File: config.mk
export PLATFORM = sky130hd
export DESIGN_NAME = nvm_loader
export DESIGN_NICKNAME = d
export VERILOG_FILES = /design/src/rtl/nvm_loader_pkg.sv /design/src/rtl/nvm_regs.sv /design/src/rtl/nvm_addr_track.sv /design/src/rtl/nvm_seq.sv /design/src/rtl/nvm_loader.sv
export SDC_FILE = /design/constraint.sdc
export NUM_CORES = 1
export LEC_CHECK = 0
export BUFFER_PORTS_ARGS = -buffer_cell sky130_fd_sc_hd__clkbuf_2
export CAP_MARGIN = 10
export CORE_MARGIN = 3
export CORE_UTILIZATION = 50
export CTS_BUF_LIST = sky130_fd_sc_hd__clkbuf_2
export DETAILED_ROUTE_END_ITERATION = 8
export PLACE_DENSITY = 0.71
export SYNTH_ARGS = -nofsm -noshare
export SYNTH_HDL_FRONTEND = slang
export SYNTH_HIERARCHICAL = 1
export SYNTH_SLANG_ARGS = --single-unit
File: constraint.sdc
create_clock -name clk -period 3.46 [get_ports clk]
set_clock_uncertainty 0.1 [all_clocks]
set_input_delay 0.692 -clock clk [delete_from_list [all_inputs] [get_ports clk]]
set_output_delay 0.692 -clock clk [all_outputs]
set_load 0.03 [all_outputs]
File: src/rtl/nvm_loader_pkg.sv
package nvm_loader_pkg;

  typedef enum logic [2:0] {
    SQ_IDLE,
    SQ_SINGLE,
    SQ_HDR_HI,
    SQ_HDR_LO,
    SQ_COUNT,
    SQ_DATA
  } seq_state_e;

  localparam logic [2:0] SEL_CTRL  = 3'd0;
  localparam logic [2:0] SEL_ADDR  = 3'd1;
  localparam logic [2:0] SEL_DATA  = 3'd2;
  localparam logic [2:0] SEL_BURST = 3'd3;
  localparam logic [2:0] SEL_BASE  = 3'd4;

  localparam int CTL_WR_BIT  = 0;
  localparam int CTL_RD_BIT  = 1;
  localparam int CTL_ERR_BIT = 2;

endpackage

File: src/rtl/nvm_regs.sv
module nvm_regs
  import nvm_loader_pkg::*;
#(
  parameter int EE_AW  = 16,
  parameter int BASE_W = 9,
  parameter int REG_DW = 16
) (
  input  logic              clk,
  input  logic              rst,
  input  logic              reg_wr,
  input  logic [2:0]        reg_sel,
  input  logic [REG_DW-1:0] reg_wdata,
  output logic [REG_DW-1:0] reg_rdata,
  input  logic              sgl_done,
  input  logic [7:0]        sgl_rbyte,
  input  logic              burst_done,
  output logic              go_rd,
  output logic              go_wr,
  output logic              go_burst,
  output logic [EE_AW-1:0]  addr_q,
  output logic [7:0]        data_q,
  output logic [BASE_W-1:0] base_q,
  output logic              rd_q,
  output logic              wr_q,
  output logic              burst_q,
  output logic              err_q,
  output logic              busy
);

  logic ctl_hit, req_rd, req_wr, req_b, any_req;

  assign busy    = rd_q | wr_q | burst_q;
  assign ctl_hit = reg_wr && (reg_sel == SEL_CTRL);
  assign req_rd  = ctl_hit && reg_wdata[CTL_RD_BIT];
  assign req_wr  = ctl_hit && reg_wdata[CTL_WR_BIT];
  assign req_b   = reg_wr && (reg_sel == SEL_BURST) && reg_wdata[0];
  assign any_req = req_rd | req_wr | req_b;

  assign go_rd    = !busy && req_rd;
  assign go_wr    = !busy && req_wr && !req_rd;
  assign go_burst = !busy && req_b;

  always_ff @(posedge clk) begin
    if (rst) begin
      rd_q    <= 1'b0;
      wr_q    <= 1'b0;
      burst_q <= 1'b0;
      err_q   <= 1'b0;
      addr_q  <= '0;
      data_q  <= '0;
      base_q  <= '0;
    end else begin
      if (busy && any_req) err_q <= 1'b1;

      if (go_rd)         rd_q <= 1'b1;
      else if (sgl_done) rd_q <= 1'b0;

      if (go_wr)         wr_q <= 1'b1;
      else if (sgl_done) wr_q <= 1'b0;

      if (go_burst)        burst_q <= 1'b1;
      else if (burst_done) burst_q <= 1'b0;

      if (!busy && reg_wr) begin
        case (reg_sel)
          SEL_ADDR: addr_q <= reg_wdata[EE_AW-1:0];
          SEL_DATA: data_q <= reg_wdata[7:0];
          SEL_BASE: base_q <= reg_wdata[BASE_W-1:0];
          default: ;
        endcase
      end

      if (sgl_done && rd_q) data_q <= sgl_rbyte;
    end
  end

  always_ff @(posedge clk) begin
    if (rst) begin
      reg_rdata <= '0;
    end else begin
      case (reg_sel)
        SEL_CTRL:  reg_rdata <= REG_DW'({err_q, rd_q, wr_q});
        SEL_ADDR:  reg_rdata <= REG_DW'(addr_q);
        SEL_DATA:  reg_rdata <= REG_DW'(data_q);
        SEL_BURST: reg_rdata <= REG_DW'(burst_q);
        SEL_BASE:  reg_rdata <= REG_DW'(base_q);
        default:   reg_rdata <= '0;
      endcase
    end
  end

endmodule

File: src/rtl/nvm_addr_track.sv
module nvm_addr_track #(
  parameter int EE_AW = 16
) (
  input  logic             clk,
  input  logic             rst,
  input  logic             fire,
  input  logic [EE_AW-1:0] fire_addr,
  output logic [EE_AW-1:0] resume_addr
);

  logic             fresh_q;
  logic [EE_AW-1:0] last_q;

  always_ff @(posedge clk) begin
    if (rst) begin
      fresh_q <= 1'b1;
      last_q  <= '0;
    end else if (fire) begin
      fresh_q <= 1'b0;
      last_q  <= fire_addr;
    end
  end

  assign resume_addr = fresh_q ? '0 : last_q + EE_AW'(1);

endmodule

File: src/rtl/nvm_seq.sv
module nvm_seq
  import nvm_loader_pkg::*;
#(
  parameter int EE_AW  = 16,
  parameter int MEM_AW = 24,
  parameter int LOW_W  = 15,
  localparam int BASE_W = MEM_AW - LOW_W
) (
  input  logic              clk,
  input  logic              rst,
  input  logic              go_rd,
  input  logic              go_wr,
  input  logic              go_burst,
  input  logic [EE_AW-1:0]  addr_q,
  input  logic [7:0]        data_q,
  input  logic [BASE_W-1:0] base_q,
  input  logic [EE_AW-1:0]  resume_addr,
  output logic              ee_req,
  output logic              ee_we,
  output logic [EE_AW-1:0]  ee_addr,
  output logic [7:0]        ee_wdata,
  input  logic              ee_ack,
  input  logic [7:0]        ee_rdata,
  output logic              mem_we,
  output logic [MEM_AW-1:0] mem_addr,
  output logic [7:0]        mem_wdata,
  output logic              fire,
  output logic              sgl_done,
  output logic              burst_done,
  output logic              seq_idle
);

  seq_state_e       state_q;
  logic [7:0]       hdr_hi_q;
  logic [LOW_W-1:0] dest_q;
  logic [7:0]       cnt_q;

  assign fire       = ee_req && ee_ack;
  assign sgl_done   = fire && (state_q == SQ_SINGLE);
  assign burst_done = fire && (state_q == SQ_COUNT) && (ee_rdata == 8'd0);
  assign seq_idle   = (state_q == SQ_IDLE);

  always_ff @(posedge clk) begin
    if (rst) begin
      state_q   <= SQ_IDLE;
      ee_req    <= 1'b0;
      ee_we     <= 1'b0;
      ee_addr   <= '0;
      ee_wdata  <= '0;
      mem_we    <= 1'b0;
      mem_addr  <= '0;
      mem_wdata <= '0;
      hdr_hi_q  <= '0;
      dest_q    <= '0;
      cnt_q     <= '0;
    end else begin
      mem_we <= 1'b0;
      case (state_q)
        SQ_IDLE: begin
          if (go_rd || go_wr) begin
            ee_req   <= 1'b1;
            ee_we    <= go_wr;
            ee_addr  <= addr_q;
            ee_wdata <= data_q;
            state_q  <= SQ_SINGLE;
          end else if (go_burst) begin
            ee_req  <= 1'b1;
            ee_we   <= 1'b0;
            ee_addr <= resume_addr;
            state_q <= SQ_HDR_HI;
          end
        end
        SQ_SINGLE: begin
          if (fire) begin
            ee_req  <= 1'b0;
            ee_we   <= 1'b0;
            state_q <= SQ_IDLE;
          end
        end
        SQ_HDR_HI: begin
          if (fire) begin
            hdr_hi_q <= ee_rdata;
            ee_addr  <= ee_addr + EE_AW'(1);
            state_q  <= SQ_HDR_LO;
          end
        end
        SQ_HDR_LO: begin
          if (fire) begin
            dest_q  <= LOW_W'({hdr_hi_q, ee_rdata});
            ee_addr <= ee_addr + EE_AW'(1);
            state_q <= SQ_COUNT;
          end
        end
        SQ_COUNT: begin
          if (fire) begin
            if (ee_rdata == 8'd0) begin
              ee_req  <= 1'b0;
              state_q <= SQ_IDLE;
            end else begin
              cnt_q   <= ee_rdata;
              ee_addr <= ee_addr + EE_AW'(1);
              state_q <= SQ_DATA;
            end
          end
        end
        SQ_DATA: begin
          if (fire) begin
            mem_we    <= 1'b1;
            mem_addr  <= {base_q, dest_q};
            mem_wdata <= ee_rdata;
            dest_q    <= dest_q + LOW_W'(1);
            cnt_q     <= cnt_q - 8'd1;
            ee_addr   <= ee_addr + EE_AW'(1);
            if (cnt_q == 8'd1) state_q <= SQ_HDR_HI;
          end
        end
        default: state_q <= SQ_IDLE;
      endcase
    end
  end

endmodule

File: src/rtl/nvm_loader.sv
module nvm_loader #(
  parameter int EE_AW  = 16,
  parameter int MEM_AW = 24,
  parameter int LOW_W  = 15,
  parameter int REG_DW = 16,
  localparam int BASE_W = MEM_AW - LOW_W
) (
  input  logic              clk,
  input  logic              rst,
  input  logic              reg_wr,
  input  logic [2:0]        reg_sel,
  input  logic [REG_DW-1:0] reg_wdata,
  output logic [REG_DW-1:0] reg_rdata,
  output logic              ee_req,
  output logic              ee_we,
  output logic [EE_AW-1:0]  ee_addr,
  output logic [7:0]        ee_wdata,
  input  logic              ee_ack,
  input  logic [7:0]        ee_rdata,
  output logic              mem_we,
  output logic [MEM_AW-1:0] mem_addr,
  output logic [7:0]        mem_wdata
);

  logic              go_rd_w, go_wr_w, go_burst_w;
  logic [EE_AW-1:0]  host_addr_w, resume_w;
  logic [7:0]        host_data_w;
  logic [BASE_W-1:0] base_w;
  logic              rd_pend_w, wr_pend_w, burst_pend_w, err_w, busy_w;
  logic              fire_w, sgl_done_w, burst_done_w, seq_idle_w;

  nvm_regs #(
    .EE_AW (EE_AW),
    .BASE_W(BASE_W),
    .REG_DW(REG_DW)
  ) u_regs (
    .clk       (clk),
    .rst       (rst),
    .reg_wr    (reg_wr),
    .reg_sel   (reg_sel),
    .reg_wdata (reg_wdata),
    .reg_rdata (reg_rdata),
    .sgl_done  (sgl_done_w),
    .sgl_rbyte (ee_rdata),
    .burst_done(burst_done_w),
    .go_rd     (go_rd_w),
    .go_wr     (go_wr_w),
    .go_burst  (go_burst_w),
    .addr_q    (host_addr_w),
    .data_q    (host_data_w),
    .base_q    (base_w),
    .rd_q      (rd_pend_w),
    .wr_q      (wr_pend_w),
    .burst_q   (burst_pend_w),
    .err_q     (err_w),
    .busy      (busy_w)
  );

  nvm_addr_track #(
    .EE_AW(EE_AW)
  ) u_track (
    .clk        (clk),
    .rst        (rst),
    .fire       (fire_w),
    .fire_addr  (ee_addr),
    .resume_addr(resume_w)
  );

  nvm_seq #(
    .EE_AW (EE_AW),
    .MEM_AW(MEM_AW),
    .LOW_W (LOW_W)
  ) u_seq (
    .clk        (clk),
    .rst        (rst),
    .go_rd      (go_rd_w),
    .go_wr      (go_wr_w),
    .go_burst   (go_burst_w),
    .addr_q     (host_addr_w),
    .data_q     (host_data_w),
    .base_q     (base_w),
    .resume_addr(resume_w),
    .ee_req     (ee_req),
    .ee_we      (ee_we),
    .ee_addr    (ee_addr),
    .ee_wdata   (ee_wdata),
    .ee_ack     (ee_ack),
    .ee_rdata   (ee_rdata),
    .mem_we     (mem_we),
    .mem_addr   (mem_addr),
    .mem_wdata  (mem_wdata),
    .fire       (fire_w),
    .sgl_done   (sgl_done_w),
    .burst_done (burst_done_w),
    .seq_idle   (seq_idle_w)
  );

endmodule

==> reports/qor.yml, run 1 <==
layout:
  fill_cells: 1535
  layout_commonest_cell: "dfxtp_1"
  final_cell_count_no_fill: 1298
  layout.nets: 1103
  final_cell_mix: "dfxtp_1 (162), nand2_1 (147), clkbuf_2 (124)"
  drive_above_1_share_pct: 18.7
  area_growth_pct: 11.0
logic_synthesis:
  synthCells: 989
  synthFlopType: "dfxtp_1"
  syn-num-nets: 1025
  yosys_warnings: 6
  synth_cell_types: 79
  syn_area_sq_um: 8160
  async_reset_ff_share_pct: 0
  ys_seq_elements: 162
  synth.avg_cell_area_sq_um: 8.25
  ys_seq_area_share_pct: 39.7
  synth_edf_count: 0
timing:
  fin_crit_ns: 2.68
  rsz0062_at_grt: "no"
  max_slew_margin_pct: 47.5
  maxSlewViolCount: 0
  worst_slew_pin_slew_ns: 0.782
  setup_viol: 0
  min_period_over_period_pct: 77.6
  finalSetupTns_ns: 0
  fmax_mhz: 372
  hold_viol: 0
critical_path:
  slowest_stage: "or4_1"
  crit_fanout: 20
  path_buf_inv: 2
  start_kind: "flip-flop"
  crit_required_ns: 4.06
  crit_chain: "nor3_2 > nand4_1 > inv_1 > or2_2 > o311ai_2 > buf_4 > or4_1 > a31oi_2"
  worst_ep_arrival_time_ns: 3.28
  slowest_delay_ns: 0.55
  path_class: "reg2reg"
  crit_path_end_kind: "flip-flop"
  path_delay_family: "simple AND/OR/NAND/NOR gates"
power:
  p_seq_share_pct: 51.3
  power_switching_mw: 1.39
  vdd_drop_max_mv: 0.224
  p_comb_share_pct: 23.3
  powerDensity_nw_per_um2: 442
  p_leak_nw: 3.38
  clockPowerShare_pct: 25.4
  cellInternalPower_mw: 2.62
  netSwitchingFraction_pct: 34.7
cts:
  clk_latency_ns: 0.76
  cts_resized: 0
  cts_buffers: 17
  cts_tree: "built"
  cts_root_buffer: "clkbuf_2"
  clk_pin_slew_ns: 0.21
  cts_max_level: 4
  clkSinkCount: 162
  clockBufferDepth: 2
floorplan:
  rows: 46
  die_w_um: 134
  initial_utilization_pct: 51.2
  io-pin-count: 106
  core_area_sq_um: 15900
  dieArea_sq_um: 17900
  fp.dieH_um: 134
placed_design:
  gp_congestion: 0.907
  place_inst: 1262
  port_buffers: 105
  place_hpwl_um: 15300
routing:
  num_vias: 7443
  drtAntennaViolNets: 0
  via_per_inst: 5.73
  wl_per_cell_um: 16.6
  drc: 0
  finalWirelength_um: 21600
  drtIter0Drc: 713
  dr.pass1.iters: 8
grt:
  antenna_found_initial: 1
  grt_pass1_vias: 6638
  track_usage_pct: 23.5
  grt_pass1_wl_um: 34200
  grt_overflow: 0
  grt_max_degree: 68
status:
  status: "finished clean"
job:
  max-cap-violations: 0
min_path:
  worst_hold_path_type: "in2reg"
[per-layer routing]
metal	track usage [%]	wire [um]
met1	33.9	10100
met2	35.9	9800
met3	4.57	1400
met4	6.23	260
met5	0	0
[logic make-up after synthesis]
logic type	Yosys count	share of synthesized area, %
compound gates	247	19.2
xor+xnor	7	0.751
fa+ha+maj	5	0.767
buf+inv	86	5.04
flops	162	39.7
mux	69	8.57
simple gates	413	25.9
[what timing repair did]
action | 4_1_cts | 5_1_grt
hold endpoints to repair | 0 | 2
hold buffers | 0 | 2
buffers inserted | 0 | 0
[stage by stage]
step	setup WS, ns	instance area, sq um	util (%)	total power, mW	hold slack, ns
final	0.775	9060	56.8	4.01	0.0596
after global routing	0.628	9060	56.8	4.19	0.0100
after CTS	0.811	9030	56.7	4.02	0.0124
after detailed placement	0.429	8800	55.2	3.01	0.348
after global placement	0.453	8800	55.2	3.00	0.344
after floorplan	0.790	8160	-	2.82	0.339
[cell usage after synthesis, drive strengths merged (14+ instances only)]
cell	count	area share, %
mux2i	62	7.6
buf	26	2.2
o21ai	49	3.1
nand2	149	6.9
clkbuf	43	2.0
inv	16	0.74
nor2	73	3.4
nor3	17	1.2
a21oi	107	6.7
or3	14	1.1
dfxtp	162	40
nand2b	46	3.5
nand3b	14	1.3
nand3	24	1.5
[flip-flops by register name, indices dropped and copies added, names as in the netlist, 7 cells and up]
signal / flops
u_regs/addr_q: 16
u_regs/base_q: 9
u_regs/data_q: 8
u_regs/reg_rdata: 16
u_seq/cnt_q: 8
u_seq/dest_q: 15
u_seq/ee_addr: 16
u_seq/ee_wdata: 8
u_seq/hdr_hi_q: 7
u_seq/mem_addr: 24
u_seq/mem_wdata: 8
u_track/last_q: 16
[layout make-up]
cell class / count / area (sq um) / area share (%)
clock inverter: 12 / 133 / 1.46
clock buffer: 20 / 100 / 1.10
antenna: 2 / 5.00 / 0.0552
timing repair buffer: 129 / 726 / 8.01
tap: 216 / 270 / 2.98
inverter: 16 / 60.1 / 0.663
sequential: 162 / 3240 / 35.8
multi-input combinational: 741 / 4520 / 49.9
[worst reg2reg max path, cell delays in order (launching register included)]
cell	delay (ns)
dfxtp_1	0.38
nor3_2	0.43
nand4_1	0.22
inv_1	0.11
or2_2	0.32
o311ai_2	0.11
buf_4	0.23
or4_1	0.55
a31oi_2	0.18
[power by group through the flow]
stage | sequential [mW] | clock (mW) | combinational, mW
4_1_cts | 2.05 | 1.05 | 0.922
6_report | 2.05 | 1.02 | 0.933
3_3_place_gp | 2.09 | 0 | 0.908
5_1_grt | 2.07 | 1.12 | 1.01
2_1_floorplan | 2.06 | 0 | 0.754
3_5_place_dp | 2.09 | 0 | 0.918
[worst paths after layout]
kind	start	end	slack, ns	cells after the start
setup / recovery	u_regs/burst_q$_SDFFE_PP0P_	u_seq/ee_addr[0]$_SDFFE_PP0P_	0.78	8
hold / removal	reg_wdata[10]	u_regs/addr_q[10]$_SDFFE_PP0P_	0.06	3
setup reg to reg	u_regs/burst_q$_SDFFE_PP0P_	u_seq/ee_addr[0]$_SDFFE_PP0P_	0.78	8
hold reg to reg	u_seq/mem_addr[20]$_SDFFE_PP0P_	u_seq/mem_addr[20]$_SDFFE_PP0P_	0.37	2
No activity file was read; power rests on OpenSTA's default activity.
==> inputs of run 2 (changes only) <==
==> constraint.sdc (replaced) <==
create_clock -name clk -period 2.7 [get_ports clk]
set_clock_uncertainty 0.1 [all_clocks]
set_input_delay 0.54 -clock clk [delete_from_list [all_inputs] [get_ports clk]]
set_output_delay 0.54 -clock clk [all_outputs]
set_load 0.03 [all_outputs]
==> run 2 against run 1 <==
First-iteration DRC count is 2.0% higher. Clock-buffer cell count shrank 3. Combinational power is 41% higher. Hold slack gained 0.034 ns. Fmax up 11%. Power is 29% higher. Critical endpoint unchanged.
==> reports/qor.yml, run 2 (synthesis gave the netlist of run 1 again) <==
status:
  status: "finished clean"
power:
  clockPowerShare_pct: 24.0  # -1.4 points
  netSwitchingFraction_pct: 35.7  # +1.0 points
  power_switching_mw: 1.85  # +33%
  cellInternalPower_mw: 3.33  # +27%
  powerDensity_nw_per_um2: 551  # +25%
  vdd_drop_max_mv: 0.287  # +28%
  p_leak_nw: 3.53  # +4.6%
  p_comb_share_pct: 25.4  # +2.1 points
  p_seq_share_pct: 50.7  # -0.6 points
layout:
  seq_area_sq_um: 3240  # unchanged
  multiInputGateArea_sq_um: 4520  # unchanged
  largest_reg_flops: 24  # unchanged
  layout_commonest_cell: "dfxtp_1"
  final_cell_mix: "dfxtp_1 (162), nand2_1 (147), clkbuf_2 (121)"
  layout.nets: 1138  # +3.2%
  final_cell_count_no_fill: 1333  # +2.7%
  top_register: "u_seq/mem_addr"
  drive_above_1_share_pct: 19.4  # +0.67 points
  area_growth_pct: 15.3
  fill_cells: 1507  # -1.8%
routing:
  finalWirelength_um: 22400  # +3.7%
  drtAntennaViolNets: 0  # unchanged
  num_vias: 7557  # +1.5%
  via_per_inst: 5.67  # -1.1%
  dr.pass1.iters: 7  # -1
  wl_per_cell_um: 16.8  # +1.0%
  drc: 0  # unchanged
  drtIter0Drc: 727  # +2.0%
placed_design:
  port_buffers: 105  # unchanged
  gp_congestion: 0.903  # -0.43%
  place_hpwl_um: 15900  # +3.9%
  place_inst: 1277  # +1.2%
timing:
  fin_crit_ns: 2.42  # -0.269 ns
  worst_slew_pin_slew_ns: 0.735  # -0.0463 ns
  min_period_over_period_pct: 89.5  # +12 points
  hold_viol: 0  # unchanged
  setup_viol: 0  # unchanged
  maxSlewViolCount: 0  # unchanged
  max_slew_margin_pct: 50.6  # +3.1 points
  fmax_mhz: 414  # +11%
  rsz0062_at_grt: "no"
  finalSetupTns_ns: 0  # unchanged
critical_path:
  crit_required_ns: 3.25  # -0.81 ns
  rrSetupSlack_ns: 0.28  # -0.49 ns
  reg2reg_depth: 6  # -2
  path_class: "reg2reg"
  crit_path_end_kind: "flip-flop"
  start_kind: "flip-flop"
  worst_ep_arrival_time_ns: 2.97  # -0.31 ns
  crit_fanout: 8  # -60%
  rr_startpoint: "u_regs/burst_q$_SDFFE_PP0P_"
  timing.rr.end: "u_seq/ee_addr[0]$_SDFFE_PP0P_"
cts:
  clockBufferDepth: 2  # unchanged
  cts_root_buffer: "clkbuf_2"
  cts_tree: "built"
  cts_setup_buffers: 0  # unchanged
  clkSinkCount: 162  # unchanged
  clk_latency_ns: 0.72  # -0.04 ns
  clk_pin_slew_ns: 0.21  # about the same
  cts_buffers: 17  # unchanged
  cts_max_level: 4  # unchanged
floorplan:
  die_w_um: 134  # unchanged
  io-pin-count: 106  # unchanged
  dieArea_sq_um: 17900  # unchanged
  fp.dieH_um: 134  # unchanged
  rows: 46  # unchanged
  initial_utilization_pct: 51.2  # unchanged
  core_area_sq_um: 15900  # unchanged
grt:
  grt_max_degree: 70  # +2.9%
  antenna_found_initial: 1  # unchanged
  grt_pass1_wl_um: 36300  # +6.1%
  grt_overflow: 0  # unchanged
  track_usage_pct: 24.9  # +1.5 points
  grt_pass1_vias: 6936  # +4.5%
min_path:
  hold_path_end: "u_regs/err_q$_SDFFE_PP0P_"
  worst_hold_path_type: "in2reg"
  hold_path.startpoint: "reg_sel[2]"
  hold_depth: 4  # +1
job:
  max-cap-violations: 0  # unchanged
[run 2: what timing repair did]
action / CTS / global route
hold buffers: 22 / 0
setup endpoints to repair: 0 / 0
hold endpoints to repair: 35 / 0
resized for setup: 0 / 0
[run 2: how the worst max path moves through the flow]
stage / from / end / slack [ns] / cells past startpoint
finish: u_regs/burst_q$_SDFFE_PP0P_ / u_seq/ee_addr[0]$_SDFFE_PP0P_ / 0.28 / 6
global route: u_regs/burst_q$_SDFFE_PP0P_ / u_seq/ee_addr[4]$_SDFFE_PP0P_ / 0.13 / 8
CTS: u_regs/burst_q$_SDFFE_PP0P_ / u_seq/ee_addr[0]$_SDFFE_PP0P_ / 0.35 / 6
detailed placement: reg_wdata[1] / u_seq/ee_addr[0]$_SDFFE_PP0P_ / 0.13 / 7
global placement: reg_wdata[1] / u_seq/ee_addr[0]$_SDFFE_PP0P_ / 0.19 / 7
floorplan: reg_sel[0] / u_seq/ee_addr[0]$_SDFFE_PP0P_ / 0.18 / 10
[run 2: critical path, cell delays in order (launching register included)]
cell and delay, ns:
dfxtp_1 0.38, nor3_2 0.45, and3_1 0.34, or2_2 0.21, o311ai_2 0.13, or4_1 0.56, a31oi_2 0.18
[run 2: power groups by stage]
stage                     combinational (mW)  clock [mW]  sequential, mW
after CTS                               1.30        1.29            2.62
after global placement                  1.25           0            2.67
after global routing                    1.42        1.36            2.64
after detailed placement                1.27           0            2.67
after floorplan                        0.966           0            2.64
final                                   1.32        1.24            2.62
[run 2: cell type report]
type                    count  share of cell area (%)
multi-input cells         741                    48.1
well taps                 216                    2.87
flip-flops and latches    162                    34.5
inverters                  16                   0.638
repair buffers            164                    11.6
diodes                      2                  0.0532
clock inverters            15                    1.41
clock buffers              17                   0.904
[run 2: metrics by stage]
stage / total power, mW / hold WS, ns / cell area [sq um] / util (%) / setup WS [ns]
after floorplan: 3.61 / 0.339 / 8160 / - / 0.182
after global placement: 3.92 / 0.342 / 8960 / 56.2 / 0.185
after detailed placement: 3.94 / 0.344 / 8960 / 56.2 / 0.127
after CTS: 5.21 / 0.00633 / 9400 / 59.0 / 0.347
after global routing: 5.43 / 0.0293 / 9410 / 59.0 / 0.129
final: 5.18 / 0.0940 / 9410 / 59.0 / 0.284
[run 2: routing by layer]
layer	routed length (um)	GRT usage, %	up-vias
met5	0	0	-
met3	1470	4.68	30
met4	412	7.09	0
met2	10100	37.9	286
met1	10400	36.2	3512
li1	-	-	3729
==> inputs of run 3 (changes only) <==
--- a/config.mk
+++ b/config.mk
@@ -7,11 +7,13 @@
 export LEC_CHECK = 0
 export BUFFER_PORTS_ARGS = -buffer_cell sky130_fd_sc_hd__clkbuf_2
 export CAP_MARGIN = 10
+export CELL_PAD_IN_SITES_DETAIL_PLACEMENT = 2
+export CELL_PAD_IN_SITES_GLOBAL_PLACEMENT = 2
 export CORE_MARGIN = 3
-export CORE_UTILIZATION = 50
+export CORE_UTILIZATION = 36
 export CTS_BUF_LIST = sky130_fd_sc_hd__clkbuf_2
 export DETAILED_ROUTE_END_ITERATION = 8
-export PLACE_DENSITY = 0.71
+export PLACE_DENSITY_LB_ADDON = 0.05
 export SYNTH_ARGS = -nofsm -noshare
 export SYNTH_HDL_FRONTEND = slang
 export SYNTH_HIERARCHICAL = 1
==> run 3 against run 2 <==
Clock-buffer cell count did not move. Critical path depth rose by 2. Largest power group unchanged. Sequential cell count did not move. Critical endpoint unchanged. Wire length rose by 30%. Register-to-register slack improved by 0.04 ns.
==> reports/qor.yml, run 3 (synthesis gave the netlist of run 1 again) <==
status:
  status: "finished clean"
floorplan:
  fp.dieH_um: 157  # +17%
  initial_utilization_pct: 37.0  # -14 points
  dieArea_sq_um: 24500  # +37%
  rows: 54  # +17%
  core_area_sq_um: 22000  # +38%
  io-pin-count: 106  # unchanged
  die_w_um: 157  # +17%
critical_path:
  crit_fanout: 5  # -3
  crit_path_end_kind: "flip-flop"
  rrSetupSlack_ns: 0.32  # +0.04 ns
  start_kind: "primary input"
  crit_required_ns: 3.24  # about the same
  path_class: "in2reg"
  worst_ep_arrival_time_ns: 2.95  # -0.02 ns
timing:
  finalSetupTns_ns: 0  # unchanged
  fmax_mhz: 416  # +0.48%
  max_slew_margin_pct: 65.5  # +15 points
  fin_crit_ns: 2.40  # -0.0114 ns
  worst_slew_pin_slew_ns: 0.518  # -0.218 ns
  min_period_over_period_pct: 89.1  # -0.42 points
  rsz0062_at_grt: "no"
  hold_viol: 0  # unchanged
  setup_viol: 0  # unchanged
  maxSlewViolCount: 0  # unchanged
placed_design:
  port_buffers: 105  # unchanged
  gp_congestion: 0.844  # -6.5%
  place_hpwl_um: 20900  # +32%
cts:
  clk_latency_ns: 0.74  # +0.02 ns
  cts_tree: "built"
  cts_resized: 0  # unchanged
  cts_max_level: 4  # unchanged
  cts_setup_buffers: 0  # unchanged
  cts_buffers: 17  # unchanged
  clkSinkCount: 162  # unchanged
  clockBufferDepth: 2  # unchanged
  clk_pin_slew_ns: 0.30  # +0.09 ns
  cts_root_buffer: "clkbuf_2"
layout:
  fill_cells: 2514  # +67%
  layout_commonest_cell: "dfxtp_1"
  finish.utilization_pct: 43.8  # -15 points
  layout.nets: 1158  # +1.8%
  largest_reg_flops: 24  # unchanged
  area_growth_pct: 18.2
  final_cell_mix: "dfxtp_1 (162), nand2_1 (147), clkbuf_2 (121)"
  drive_above_1_share_pct: 20.7  # +1.3 points
  top_register: "u_seq/mem_addr"
grt:
  grt_max_degree: 45  # -36%
  use_met3_pct: 4.09  # -0.59 points
  antenna_found_initial: 1  # unchanged
  grt_pass1_vias: 8293  # +20%
  grt_use_met1_pct: 30.3  # -5.9 points
  top_usage_layer: "met2"
  grt_pass1_wl_um: 46700  # +29%
  track_usage_pct: 24.1  # -0.79 points
  grt_overflow: 0  # unchanged
  met2_usage_pct: 43.3  # +5.4 points
routing:
  dr.pass1.iters: 4  # -3
  via_per_inst: 5.51  # -2.8%
  num_vias: 7804  # +3.3%
  finalWirelength_um: 29100  # +30%
  wl_per_cell_um: 20.5  # +22%
  drtAntennaViolNets: 0  # unchanged
  drtIter0Drc: 415  # -43%
  drc: 0  # unchanged
job:
  max-cap-violations: 0  # unchanged
power:
  vdd_drop_max_mv: 0.271  # -5.3%
  powerDensity_nw_per_um2: 560  # +1.6%
  p_leak_nw: 3.65  # +3.4%
  p_total_mw: 5.40  # +4.2%
min_path:
  worst_hold_path_type: "in2reg"
==> run 3: worst max-delay path: stages <==
cell and delay (ns):
dlygate4sd3_1 0.57, clkbuf_2 0.17, nor4b_1 0.33, and3_1 0.27, or2_2 0.19, o311ai_2 0.12
or4_1 0.57, a31oi_2 0.18
==> run 3: worst paths after layout <==
kind,depth (start not counted),end,from
setup reg to reg,7,u_seq/ee_addr[15]$_SDFFE_PP0P_,u_track/last_q[8]$_SDFFE_PP0P_
setup / recovery,8,u_seq/ee_addr[0]$_SDFFE_PP0P_,reg_wdata[1]
hold / removal,3,u_regs/base_q[0]$_SDFFE_PP0P_,reg_wdata[0]
hold reg to reg,2,u_seq/mem_addr[14]$_SDFFE_PP0P_,u_seq/dest_q[14]$_SDFFE_PP0P_
==> run 3: timing repair <==
item                                    4_1_cts  5_1_grt
hold buffers                                 26        0
endpoints found under the hold margin        36        0
endpoints found under the setup margin        0        0
==> run 3: metal layers <==
layer  routed length (um)  vias to the layer above  part of all wire [%]
li1                     -                     3772                     -
met1                12900                     3883                    44
met2                14800                      125                    51
met3                  939                       24                   3.2
met4                  479                        0                   1.6
met5                    0                        -                     0
==> run 3: report_power, final <==
| group | leakage, nW | total, mW | switching (mW) | internal, mW |
|---|---|---|---|---|
| clock network | 0.147 | 1.39 | 1.08 | 0.310 |
| registers | 1.31 | 2.61 | 0.137 | 2.48 |
| logic | 2.20 | 1.39 | 0.864 | 0.531 |
| total | 3.65 | 5.40 | 2.08 | 3.32 |
==> run 3: layout make-up <==
type                            instances  area, sq um  area share [%]
Tap cell                              280          350            3.63
Sequential cell                       162         3240            33.6
Clock inverter                         15          161            1.67
Timing Repair Buffer                  184         1220            12.7
Clock buffer                           17         85.1           0.882
Inverter                               16         60.1           0.622
Multi-Input combinational cell        741         4520            46.9
Antenna cell                            1         2.50          0.0259
==> run 3: metrics by stage <==
step	cells	worst slack [ns]	instance area, sq um	hold slack, ns
after floorplan	989	0.182	8160	0.339
final	1416	0.295	9650	0.0885
after detailed placement	1357	0.176	9140	0.351
after CTS	1415	0.319	9650	0.0209
after global routing	1416	0.0768	9650	0.00802
after global placement	1357	0.220	9140	0.345
